===== config.mk =====
export PLATFORM = sky130hd
export DESIGN_NAME = wdw_top
export DESIGN_NICKNAME = d
export VERILOG_FILES = /design/src/rtl/wdw_pkg.sv /design/src/rtl/wdw_datapath.sv /design/src/rtl/wdw_ctrl.sv /design/src/rtl/wdw_top.sv
export SDC_FILE = /design/constraint.sdc
export NUM_CORES = 1
export LEC_CHECK = 0
export ABC_AREA = 1
export CAP_MARGIN = 20
export CORE_ASPECT_RATIO = 0.8
export CORE_UTILIZATION = 40
export DETAILED_ROUTE_END_ITERATION = 8
export GPL_TIMING_DRIVEN = 0
export PLACE_DENSITY = 0.71
export SYNTH_ARGS = -nofsm -noshare
export SYNTH_HDL_FRONTEND = slang
export SYNTH_SLANG_ARGS = --single-unit

===== constraint.sdc =====
create_clock -name clk -period 1.7 [get_ports clk]
set_input_delay 0.255 -clock clk [delete_from_list [all_inputs] [get_ports clk]]
set_output_delay 0.255 -clock clk [all_outputs]
set_load 0.03 [all_outputs]

===== src/rtl/wdw_pkg.sv =====
package wdw_pkg;
  localparam int CNT_W = 8;
  localparam logic [7:0] KEY_SERVICE = 8'h4E;
  localparam logic [7:0] KEY_STOP    = 8'hB1;

  typedef enum logic [1:0] {
    ADDR_CTRL = 2'd0,
    ADDR_CODE = 2'd1,
    ADDR_STAT = 2'd2,
    ADDR_MON  = 2'd3
  } wdw_addr_e;

  typedef struct packed {
    logic       en;
    logic       sel;
    logic [1:0] per;
    logic [1:0] win;
  } wdw_cfg_t;

  typedef struct packed {
    logic       run;
    logic       clear;
    logic [1:0] per;
  } wdw_strobe_t;

  localparam wdw_cfg_t CFG_RESET = '{en: 1'b0, sel: 1'b1, per: 2'b11, win: 2'b00};
endpackage


===== src/rtl/wdw_datapath.sv =====
module wdw_datapath
  import wdw_pkg::*;
#(
  parameter int BASE_SHIFT = 10
) (
  input  logic             clk,
  input  logic             rstN,
  input  wdw_strobe_t      strobe,
  output logic [CNT_W-1:0] cnt,
  output logic             ovfEvt
);
  localparam int PRE_W = BASE_SHIFT + 6;

  logic [PRE_W-1:0] preCnt;
  logic [3:0]       stageTick;
  logic             tick;

  always_ff @(posedge clk or negedge rstN) begin
    if (!rstN) preCnt <= '0;
    else       preCnt <= preCnt + 1'b1;
  end

  for (genvar k = 0; k < 4; k++) begin : g_stage
    assign stageTick[k] = &preCnt[BASE_SHIFT+2*k-1:0];
  end

  assign tick   = stageTick[strobe.per];
  assign ovfEvt = strobe.run && tick && (&cnt) && !strobe.clear;

  always_ff @(posedge clk or negedge rstN) begin
    if (!rstN)                    cnt <= '0;
    else if (strobe.clear)        cnt <= '0;
    else if (strobe.run && tick)  cnt <= cnt + 1'b1;
  end

  assert_clear_R4: assert property (@(posedge clk) disable iff (!rstN)
    strobe.clear |=> (cnt == '0));
  assert_step_R3: assert property (@(posedge clk) disable iff (!rstN)
    (strobe.run && !strobe.clear && !tick) |=> $stable(cnt));
  assert_idle_R6: assert property (@(posedge clk) disable iff (!rstN)
    (!strobe.run && !strobe.clear) |=> $stable(cnt));
  assert_wrap_R8: assert property (@(posedge clk) disable iff (!rstN)
    ovfEvt |=> (cnt == '0));
endmodule


===== src/rtl/wdw_ctrl.sv =====
module wdw_ctrl
  import wdw_pkg::*;
(
  input  logic             clk,
  input  logic             rstN,
  input  logic             warmDone,
  input  logic             wrEn,
  input  logic [1:0]       wrAddr,
  input  logic [7:0]       wrData,
  input  logic [1:0]       rdAddr,
  input  logic [CNT_W-1:0] cnt,
  input  logic             ovfEvt,
  output wdw_strobe_t      strobe,
  output logic [7:0]       rdData,
  output logic             irq,
  output logic             rstReq
);
  localparam int WIN_SHIFT = CNT_W - 2;

  wdw_cfg_t         cfg;
  logic             running;
  logic             ovfFlag;
  logic             earlyFlag;
  logic             codeWr, ctrlWr, statWr;
  logic             svcKey, stopKey, early, goodSvc, goodStop;
  logic [CNT_W-1:0] boundary;

  assign ctrlWr   = wrEn && (wrAddr == ADDR_CTRL);
  assign codeWr   = wrEn && (wrAddr == ADDR_CODE);
  assign statWr   = wrEn && (wrAddr == ADDR_STAT);
  assign svcKey   = codeWr && (wrData == KEY_SERVICE);
  assign stopKey  = codeWr && (wrData == KEY_STOP);
  assign boundary = {cfg.win, {WIN_SHIFT{1'b0}}};
  assign early    = running && svcKey && (cnt < boundary);
  assign goodSvc  = running && svcKey && !early;
  assign goodStop = stopKey && !cfg.en;

  assign strobe = '{run: running, clear: goodSvc || goodStop, per: cfg.per};

  always_ff @(posedge clk or negedge rstN) begin
    if (!rstN) begin
      cfg     <= CFG_RESET;
      running <= 1'b0;
    end else begin
      if (ctrlWr) begin
        if (cfg.en) cfg.en <= wrData[5];
        else        cfg    <= wrData[5:0];
        if (wrData[5]) running <= 1'b1;
      end
      if (goodStop) running <= 1'b0;
      if (warmDone) begin
        cfg.en  <= 1'b1;
        running <= 1'b1;
      end
    end
  end

  always_ff @(posedge clk or negedge rstN) begin
    if (!rstN) begin
      ovfFlag   <= 1'b0;
      earlyFlag <= 1'b0;
      irq       <= 1'b0;
      rstReq    <= 1'b0;
    end else begin
      ovfFlag   <= ovfEvt || (ovfFlag && !(statWr && wrData[0]));
      earlyFlag <= early  || (earlyFlag && !(statWr && wrData[1]));
      irq       <= early || (ovfEvt && !cfg.sel);
      rstReq    <= ovfEvt && cfg.sel;
    end
  end

  always_comb begin
    unique case (rdAddr)
      ADDR_CTRL: rdData = {2'b10, cfg};
      ADDR_STAT: rdData = {6'b0, earlyFlag, ovfFlag};
      ADDR_MON:  rdData = cnt;
      default:   rdData = 8'h00;
    endcase
  end

  assert_lock_R7: assert property (@(posedge clk) disable iff (!rstN)
    cfg.en |=> $stable({cfg.sel, cfg.per, cfg.win}));
  assert_early_irq_R5: assert property (@(posedge clk) disable iff (!rstN)
    early |=> irq);
  assert_pulse_R8: assert property (@(posedge clk) disable iff (!rstN)
    rstReq |=> !rstReq);
  assert_stop_locked_R6: assert property (@(posedge clk) disable iff (!rstN)
    (stopKey && cfg.en) |=> running);
  assert_ctrl_bits_R9: assert property (@(posedge clk) disable iff (!rstN)
    (rdAddr == ADDR_CTRL) |-> (rdData[7:6] == 2'b10));
endmodule


===== src/rtl/wdw_top.sv =====
module wdw_top
  import wdw_pkg::*;
#(
  parameter int BASE_SHIFT = 10
) (
  input  logic       clk,
  input  logic       rstN,
  input  logic       warmDone,
  input  logic       wrEn,
  input  logic [1:0] wrAddr,
  input  logic [7:0] wrData,
  input  logic [1:0] rdAddr,
  output logic [7:0] rdData,
  output logic       irq,
  output logic       rstReq
);
  wdw_strobe_t      strobe;
  logic [CNT_W-1:0] cnt;
  logic             ovfEvt;

  wdw_ctrl i_ctrl (
    .clk(clk), .rstN(rstN), .warmDone(warmDone), .wrEn(wrEn),
    .wrAddr(wrAddr), .wrData(wrData), .rdAddr(rdAddr), .cnt(cnt),
    .ovfEvt(ovfEvt), .strobe(strobe), .rdData(rdData), .irq(irq),
    .rstReq(rstReq)
  );

  wdw_datapath #(.BASE_SHIFT(BASE_SHIFT)) i_datapath (
    .clk(clk), .rstN(rstN), .strobe(strobe), .cnt(cnt), .ovfEvt(ovfEvt)
  );
endmodule


# [Word-level counts from Yosys, hierarchy flattened]
# Cells that the tools add are included.
# Widths: inputs -> output; s select.
[word_totals] register_bits=35 latchBits=0 mem_bits_rw=0 romBits=0 in_bits=16 out_inout_bits=10 mem_count=0
[op_classes] n_addsub=2 mul=0 n_div=0 n_lt_le_gt_ge=2 eq_ne=6 shifts=0 n_mux=12 bitwise_logic=1 reduce_logical=41
[op_table] cell="$pmux 8 s3" n=1
[op_table] cell="$logic_and 1x1->1" n=18
[op_table] cell="$add 16x1->16 const B" n=1
[op_table] cell="$mux 8" n=2
[op_table] cell="$reduce_and 16->1" n=1
[op_table] cell="$reduce_and 14->1" n=1
[op_table] cell="$reduce_and 12->1" n=1
[op_table] cell="$reduce_and 10->1" n=1
[op_table] cell="$add 8x1->8 const B" n=1
[op_table] cell="$eq 8x7->1 const B" n=1
[op_table] cell="$eq 8x8->1 const B" n=1
[op_table] cell="$lt 8x8->1" n=1
[op_table] cell="$reduce_and 8->1" n=1
[op_table] cell="$eq 2x2->1 const B" n=3
[op_table] cell="$logic_not 1->1" n=6
[op_table] cell="$mux 1" n=6
[op_table] cell="$mux 6" n=1
[op_table] cell="$reduce_bool 3->1" n=2
[op_table] cell="$mux 5" n=1
[op_table] cell="$logic_not 2->1" n=2
[op_table] cell="$logic_or 1x1->1" n=4
[op_table] cell="$reduce_and 2->1" n=2
[op_table] cell="$reduce_bool 2->1" n=2
[op_table] cell="$lt 2x3->1 const B" n=1
[op_table] cell="other kinds (3)" n=3

# [Longest topological paths before layout]
# Gate-level depths: netlist (run 1).
[logic_depth] word_depth=12 depth_mapped=12 mapped_depth_nobuf=12

# [Modules after synthesis]
# From an unflattened synthesis (run 1), not the netlist that was laid out.
[unflattened] cells_unflattened=247 area_unflattened_um2=2008.2
[by_module_without_submodules] mod="wdw_datapath" instances=1 cells_each=144 area_per_inst_um2=1285.0 seq_area_each_um2=600.6
[by_module_without_submodules] mod="wdw_ctrl" instances=1 cells_each=103 area_per_inst_um2=723.2 seq_area_each_um2=279.0

# [Least setup slack after synthesis (run 1)]
# Ideal clock, no wire load.
[synth_path] kind="reg-to-reg" from="register i_datapath.preCnt[0]" to="register i_datapath.cnt[3]" setup_ps=120 t_arrival_ps=1443 required_time_ps=1580 setup_slack_ps=137 path_stages_with_launch=9 path_buffers=0 synth_period_minus_slack_ps=1563 cell_sequence="dfrtp_1 ha_1 nand3_2 nor2_4 nand3_4 a21oi_4 nand2_4 o21ai_0 nor2_1"
[synth_between] elab_chain_len=5 elab_cells_between_ends=8 cone_classes="2 x mux; 6 x reduce/logical"
[synth_rtl] item="start, declared" line_no="wdw_datapath.sv:14" text="logic [PRE_W-1:0] preCnt;"
[synth_rtl] item="start signal, assigned" line_no="wdw_datapath.sv:20" text="else preCnt <= preCnt + 1'b1;"
[synth_rtl] item="$reduce_and 16->1 (tied with other cells)" line_no="wdw_datapath.sv:24" text="assign stageTick[k] = &preCnt[BASE_SHIFT+2*k-1:0];"
[synth_rtl] item="$bmux 1 s2 (*)" line_no="wdw_datapath.sv:27" text="assign tick = stageTick[strobe.per];"
[synth_rtl] item="$mux 1 (implied by the code) (*)" line_no="wdw_datapath.sv:27"
[synth_rtl] item="$logic_and 1x1->1 (*)" line_no="wdw_datapath.sv:33" text="else if (strobe.run && tick) cnt <= cnt + 1'b1;"
[synth_rtl] item="$reduce_bool 2->1 (no line) (*)"
[synth_rtl] item="end signal, assigned" line_no="wdw_datapath.sv:33"
[synth_rtl] item="end, declared" line_no="wdw_datapath.sv:9" text="output logic [CNT_W-1:0] cnt,"
# Mark *: on every way between the ends. The rest lies on a longest branch, timed or not. The select of a mux whose other input is x is not followed.
# A chain may end at the register's enable or synchronous reset.

# [Worst setup path in the final report (run 1)]
[layout_path] from="input port rdAddr[0]" to="output port rdData[5]"
[layout_between] elab_chain_len=2 elab_cells_between_ends=4 cone_classes="2 x eq/ne; 1 x mux; 1 x reduce/logical"
[layout_rtl] item="start, declared" line_no="wdw_top.sv:12" text="input logic [1:0] rdAddr,"
[layout_rtl] item="$eq 2x2->1 or $logic_not 2->1 (tied branches)" line_no="wdw_ctrl.sv:73" text="unique case (rdAddr)"
[layout_rtl] item="$pmux 8 s3 (*)" line_no="wdw_ctrl.sv:73"
[layout_rtl] item="end, declared" line_no="wdw_top.sv:13" text="output logic [7:0] rdData,"
# Mark *: on every way between the ends. The rest lies on a longest branch, timed or not.

==> results of run 1 <==
sequential cells by signal, summed over array words and instances, names as in the netlist:
register	cells
i_ctrl.boundary	2
i_ctrl.rstReq	1
i_ctrl.cfg	2
i_ctrl.irq	1
i_ctrl.running	1
i_ctrl.earlyFlag	1
i_datapath.cnt	8
i_datapath.preCnt	16
i_ctrl.strobe	2
i_ctrl.ovfFlag	1
per-stage QoR:
stage,area [um^2],util (%)
after CTS,2444,51.61
after global placement,2370,50.05
final,2555,53.96
after detailed placement,2365,49.95
after global routing,2555,53.96
after floorplan,2044,-
cells in the final DEF (no fill, tap or decap), drive strengths merged, types with 9 or more instances in the layout:
master,count
nand4,9
nor3,10
buf,19
o21ai,11
dfrtp,32
nor2,32
nand2,72
inv,52
clkdlybuf4s50,15
nand3,24
power by group:
| group | leakage (nW) | internal, mW | switching, mW | total, mW |
|---|---|---|---|---|
| registers | 0.447 | 0.919 | 0.0818 | 1.00 |
| logic | 0.833 | 0.205 | 0.331 | 0.536 |
| clock network | 0.0477 | 0.280 | 0.305 | 0.585 |
cell families after synthesis:
logic type	count (synthesis)
xor+xnor	10
fa+ha+maj	3
buf+inv	52
flops	35
simple gates	149
compound gates	26
critical path, stage by stage:
cell,delay [ps]
clkdlybuf4s50_1,560
nand2_2,140
o22ai_1,220
buf_2,240
metal layers:
layer,wire length (um),vias to the layer above,global-route usage [%]
li1,-,961,-
met1,2380,824,28.13
met2,1882,70,25.10
met3,313,5,5.931
met4,39,0,3.947
met5,0,-,0
synthesized netlist by cell type:
library cell | instances | area [um^2]
o211ai_1 | 4 | 30.03
inv_2 | 2 | 7.510
xor2_1 | 8 | 70.07
nor3_1 | 10 | 50.05
nand3_1 | 21 | 105.1
nor2_1 | 29 | 108.9
nor4_1 | 1 | 6.260
o21ai_0 | 10 | 50.05
dfrtp_1 | 32 | 800.8
o22ai_1 | 4 | 25.02
a21o_1 | 1 | 7.510
xnor2_1 | 2 | 17.52
nor2_4 | 2 | 22.52
nand2_1 | 68 | 255.2
inv_1 | 50 | 187.7
o21ai_1 | 1 | 5.000
nand2_2 | 3 | 18.77
nand4_1 | 9 | 56.30
nand3_4 | 1 | 17.52
nand3_2 | 2 | 20.02
a21oi_1 | 5 | 25.02
dfstp_2 | 3 | 78.83
ha_1 | 3 | 37.54
nand2_4 | 1 | 11.26
nand3b_1 | 1 | 7.510
nor2_2 | 1 | 6.260
a21oi_4 | 1 | 16.27
final timing paths:
| path | slack [ps] | end | startpoint |
|---|---|---|---|
| max in group asynchronous | 1170 | i_ctrl.boundary[7] | rstN |
| max reg2reg | 50 | i_datapath.cnt[2] | i_datapath.preCnt[1] |
| min reg2reg | 470 | i_datapath.preCnt[15] | i_datapath.preCnt[15] |
| min in group clk | 470 | i_datapath.preCnt[15] | i_datapath.preCnt[15] |
| max | 30 | rdData[5] | rdAddr[0] |
| min | 40 | i_datapath.preCnt[10] | rstN |
area by class of cell:
class                      count  area [um^2]  area share (%)
tap                           60        75.07           2.938
inverter                      52        195.2           7.640
clock buffer                   5        68.82           2.693
clock inverter                 3        15.01          0.5877
sequential                    35        879.6           34.43
timing repair buffer          35        287.8           11.26
multi-input combinational    189         1033           40.45
what timing repair did:
item / CTS / global route
hold buffers: 0 / 0
pin swaps: 2 / 7
resized for setup: 41 / 20
cloned: 1 / 0
endpoints found under the setup margin: 16 / 18
buffers inserted: 2 / 8
==> summary.txt, run 1 <==
Synthesis
  • Synth Area in Adders: 1.836%
  • Ys Warns: 0
  • Mapped Avg Cell Area: 7.434 um^2
  • Main combinational cell family by area after synthesis: simple AND/OR/NAND/NOR gates
  • Multiplexer share of the synthesized area: 0%
  • Synth unique cells: 27
  • Synthesized flop and latch total: 35
  • Compound-cell area share of the yosys netlist: 7.772%
  • Syn nets: 294
  • Area share of and/or/nand/nor cells after synthesis: 33.54%
  • Mapped Area: 2044 um^2
  • Sequential area share after synthesis: 43.02%
  • Post-Synth XOR/XNOR Area: 4.284%
  • Cells after synthesis: 275

STA
  • RSZ-0062 raised after global routing: true
  • Clock skew: 8.771 ps
  • Fin. max-slew vios: 0
  • Worst setup margin: 29.72 ps
  • Tcrit/Tclk final: 98.25%
  • Slew @ Worst Pin: 779.6 ps
  • Slew headroom: 48.02%
  • Min Tclk post-route: 1670 ps
  • Hold_ws: 37.84 ps
  • Final hold violation count: 0
  • Endpoints failing setup: 0
  • Fmax achieved: 0.5987 GHz
  • Final TNS setup: 0 ps

CTS
  • Clock sink total: 35
  • CTS tree: yes
  • Num CTS Buffers: 5
  • Clk_lat worst skew: 300 ps
  • Reg clk slew, reported paths: 80 ps
  • CTS root buffer: clkbuf_8
  • Htree depth: 2
  • Clock Path Buffers: 2

Die
  • Die Wd: 81.93 um
  • Core box area: 4735 um^2
  • Initial core utilization: 43.18%
  • # IOs: 26
  • Die height: 65.95 um
  • Row cnt: 22
  • Die area: 5403 um^2

Route
  • DRT Wirelength: 4615 um
  • ANT nets after route: 0
  • Iteration-0 DRC Markers: 167
  • DR vias: 1860
  • # DRC: 0
  • WL per Instance: 12.18 um
  • Via density: 4.908
  • TritonRoute pass-1 iters: 4

Pwr
  • Power Total: 2.121 mW
  • Worst IR Drop VDD: 481.9 uV
  • Pleak: 1.328 nW
  • P per Cell Area: 830.2 nW/um^2

Cells and area
  • Area growth from synthesis to layout: 24.97%
  • Number of fillers in the final layout: 460
  • Final net count: 337
  • Share of post-route cells with drive strength above 1: 17.55%
  • Non-Filler Instances: 379
  • Ant diodes: 0

Global route
  • GR Overflow Total: 0
  • Pin count of the biggest net entering global routing: 36
  • Vias in the first global route: 1652
  • Antenna violations before repair: 0
  • Total GRT Usage: 18.52%
  • First-pass GRT wire length: 7431 um

Placed design
  • Detailed placer's ending HPWL: 3280 um
  • Inst Count DP: 360
  • GP Congestion: 0.8818
  • DP Worst Slack: -461.9 ps
  • PortBufs: 25

Setup path
  • Worst endpoint required time: 1440 ps
  • Worst EP arrival: 1420 ps
  • Crit. End Element: output pin
  • CP Class: input pin to output pin
  • CP Launch Type: input pin
  • CP Max Fanout: 7
  • Worst r2r path cells: 10

Hold path
  • HP Class: input pin to asynchronous set/reset pin

Run status
  • Outcome: complete, no violations

Flow run
  • Max Cap Viol: 0
Note: power is estimated with default switching activity, not from simulation.
==> run 2: changes to the inputs <==
==> constraint.sdc (replaced) <==
create_clock -name clk -period 2 [get_ports clk]
set_input_delay 0.4 -clock clk [delete_from_list [all_inputs] [get_ports clk]]
set_output_delay 0.4 -clock clk [all_outputs]
set_load 0.03 [all_outputs]
==> run 2 against run 1 <==
  * Core utilization decreased by 2.6 points
  * Clock power is 15% lower
  * Largest power group unchanged
  * Power is 17% lower
  * Highest routed layer unchanged
  * Flip-flop and latch count did not move
==> summary.txt, run 2 (same netlist as run 1, synthesis figures left out) <==
Cells and area
  • Most frequent cells in the layout: nand2_1, inv_1, dfrtp_1
  • Top Registers: i_datapath.preCnt x16, i_datapath.cnt x8
  • Share of post-route cells with drive strength above 1: 11.36%
  • Most common cell after layout, fill and taps aside: nand2_1
  • Final Cell Area: 2432 um^2
  • Biggest register: i_datapath.preCnt
  • Final net count: 326
  • Largest register FFs: 16
  • Ant diodes: 0
  • Register area: 879.6 um^2
  • Number of fillers in the final layout: 474
  • Multi-input logic area: 974.7 um^2
  • Area growth from synthesis to layout: 18.97%

Setup path
  • R2R Setup Slk: 220 ps
  • Worst r2r src: i_datapath.preCnt[0]
  • Slowest stage delay, CP: 590 ps
  • CP Launch Type: flip-flop
  • Buffers & Inverters on Critical Path: 2
  • Crit. End Element: output pin
  • CP Class: flip-flop to output pin
  • Worst reg2reg path endpoint: i_datapath.cnt[3]
  • CP Max Fanout: 5
  • Worst EP arrival: 1390 ps
  • Critical-path cell list: inv_1, o22ai_1, buf_4
  • Slowest cell on crit path: dfstp_2
  • Worst r2r path cells: 8
  • Worst endpoint required time: 1600 ps
  • Kind of cell adding the most delay to the critical path: flip-flops

Route
  • # DRC: 0
  • TritonRoute pass-1 iters: 4
  • WL per Instance: 11.49 um
  • ANT nets after route: 0
  • Via density: 4.785
  • DR vias: 1761
  • DRT Wirelength: 4229 um
  • Iteration-0 DRC Markers: 88

Global route
  • Total GRT Usage: 18.02%
  • GR Overflow Total: 0
  • Pin count of the biggest net entering global routing: 36
  • Vias in the first global route: 1629
  • First-pass GRT wire length: 7258 um
  • Antenna violations before repair: 0

STA
  • RSZ-0062 raised after global routing: false
  • Fmax achieved: 0.5579 GHz
  • Final hold violation count: 0
  • Hold_ws: 178.1 ps
  • Worst setup margin: 207.5 ps
  • Fin. max-slew vios: 0
  • Clock skew: 8.650 ps
  • Min Tclk post-route: 1793 ps
  • Slew @ Worst Pin: 771.0 ps
  • Tcrit/Tclk final: 89.63%
  • Endpoints failing setup: 0
  • Slew headroom: 48.60%

Flow run
  • Max Cap Viol: 0

Die
  • Core box area: 4735 um^2
  • # IOs: 26
  • Die height: 65.95 um
  • Die Wd: 81.93 um
  • Initial core utilization: 43.18%
  • Row cnt: 22
  • Die area: 5403 um^2

Hold path
  • HP Class: input pin to asynchronous set/reset pin

CTS
  • Clk_lat worst skew: 290 ps
  • Htree depth: 2
  • CTS root buffer: clkbuf_8
  • Num CTS Buffers: 5
  • Post-CTS Hold Buffers: 0
  • CTS tree: yes
  • Clock Path Buffers: 2
  • Reg clk slew, reported paths: 80 ps
  • Clock sink total: 35

Run status
  • Outcome: complete, no violations

Placed design
  • Placed Area: 2365 um^2
  • DP Worst Slack: -451.9 ps
  • Detailed placer's ending HPWL: 3280 um
  • PortBufs: 25
  • GP Congestion: 0.8818

Pwr
  • P per Cell Area: 720.6 nW/um^2
  • Pleak: 1.285 nW
  • Worst IR Drop VDD: 433.2 uV
  • Power Total: 1.753 mW
==> run 2: cell types whose count changed in the layout (fill, tap and decap cells not counted), moves of 2 or more <==
cell	previous run	this run
buf_2	7	5
buf_4	12	3
inv_1	46	50
inv_2	6	2
nand3_4	3	1
==> run 2: layout make-up <==
type                       instances  area share, %
timing repair buffer              25          9.208
inverter                          52          8.025
clock buffer                       5          2.829
sequential                        35          36.16
clock inverter                     3         0.6173
multi-input combinational        188          40.07
tap                               60          3.086
==> run 2: how the worst max path moves through the flow <==
| stage | cells past startpoint | start | endpoint | slack [ps] |
|---|---|---|---|---|
| 2_1_floorplan | 2 | rdAddr[0] | rdData[7] | 380 |
| 3_3_place_gp | 4 | rdAddr[1] | rdData[3] | -440 |
| 3_5_place_dp | 5 | rdAddr[1] | rdData[1] | -450 |
| 4_1_cts | 4 | rdAddr[1] | rdData[6] | 20 |
| 5_1_grt | 8 | i_datapath.preCnt[0] | i_datapath.cnt[3] | 30 |
| 6_report | 3 | i_ctrl.strobe[0] | rdData[2] | 210 |
==> run 2: repair_timing <==
| item | CTS | global route |
|---|---|---|
| gates resized for setup | 39 | 10 |
| endpoints found under the setup margin | 8 | 8 |
| setup buffers | 0 | 0 |
==> run 2: per-layer routing <==
layer	GRT usage (%)	vias to the layer above	part of all wire, %	wire [um]
li1	-	933	-	-
met1	27.17	790	54	2304
met2	24.48	33	40	1687
met3	5.931	5	4.7	200
met4	3.947	0	0.85	36
met5	0	-	0	0
==> run 2: through the flow <==
step	util (%)	cells	setup TNS [ps]
floorplan	-	275	0
finish	51.37	368	0
global route	51.37	368	0
detailed placement	49.95	360	-3373
CTS	51.00	368	0
global placement	50.05	360	-11440
==> run 2: power by group <==
| part | switching (mW) | leakage, nW | internal, mW |
|---|---|---|---|
| Clock | 0.258 | 0.0477 | 0.238 |
| Combinational | 0.261 | 0.790 | 0.149 |
| Sequential | 0.0652 | 0.447 | 0.781 |
| Total | 0.585 | 1.28 | 1.17 |
==> run 3: changes to the inputs <==
MAX_ROUTING_LAYER = met4   (was default)
==> results of run 3 <==
The final DEF is identical to that of run 2; final timing and power are the same.
Main changes from that run: final weighted congestion in routability-driven placement 0.8818 -> 0.8965; via count of the first global-routing pass 1629 -> 1630; overall routing resource usage 18.02% -> 18.51%
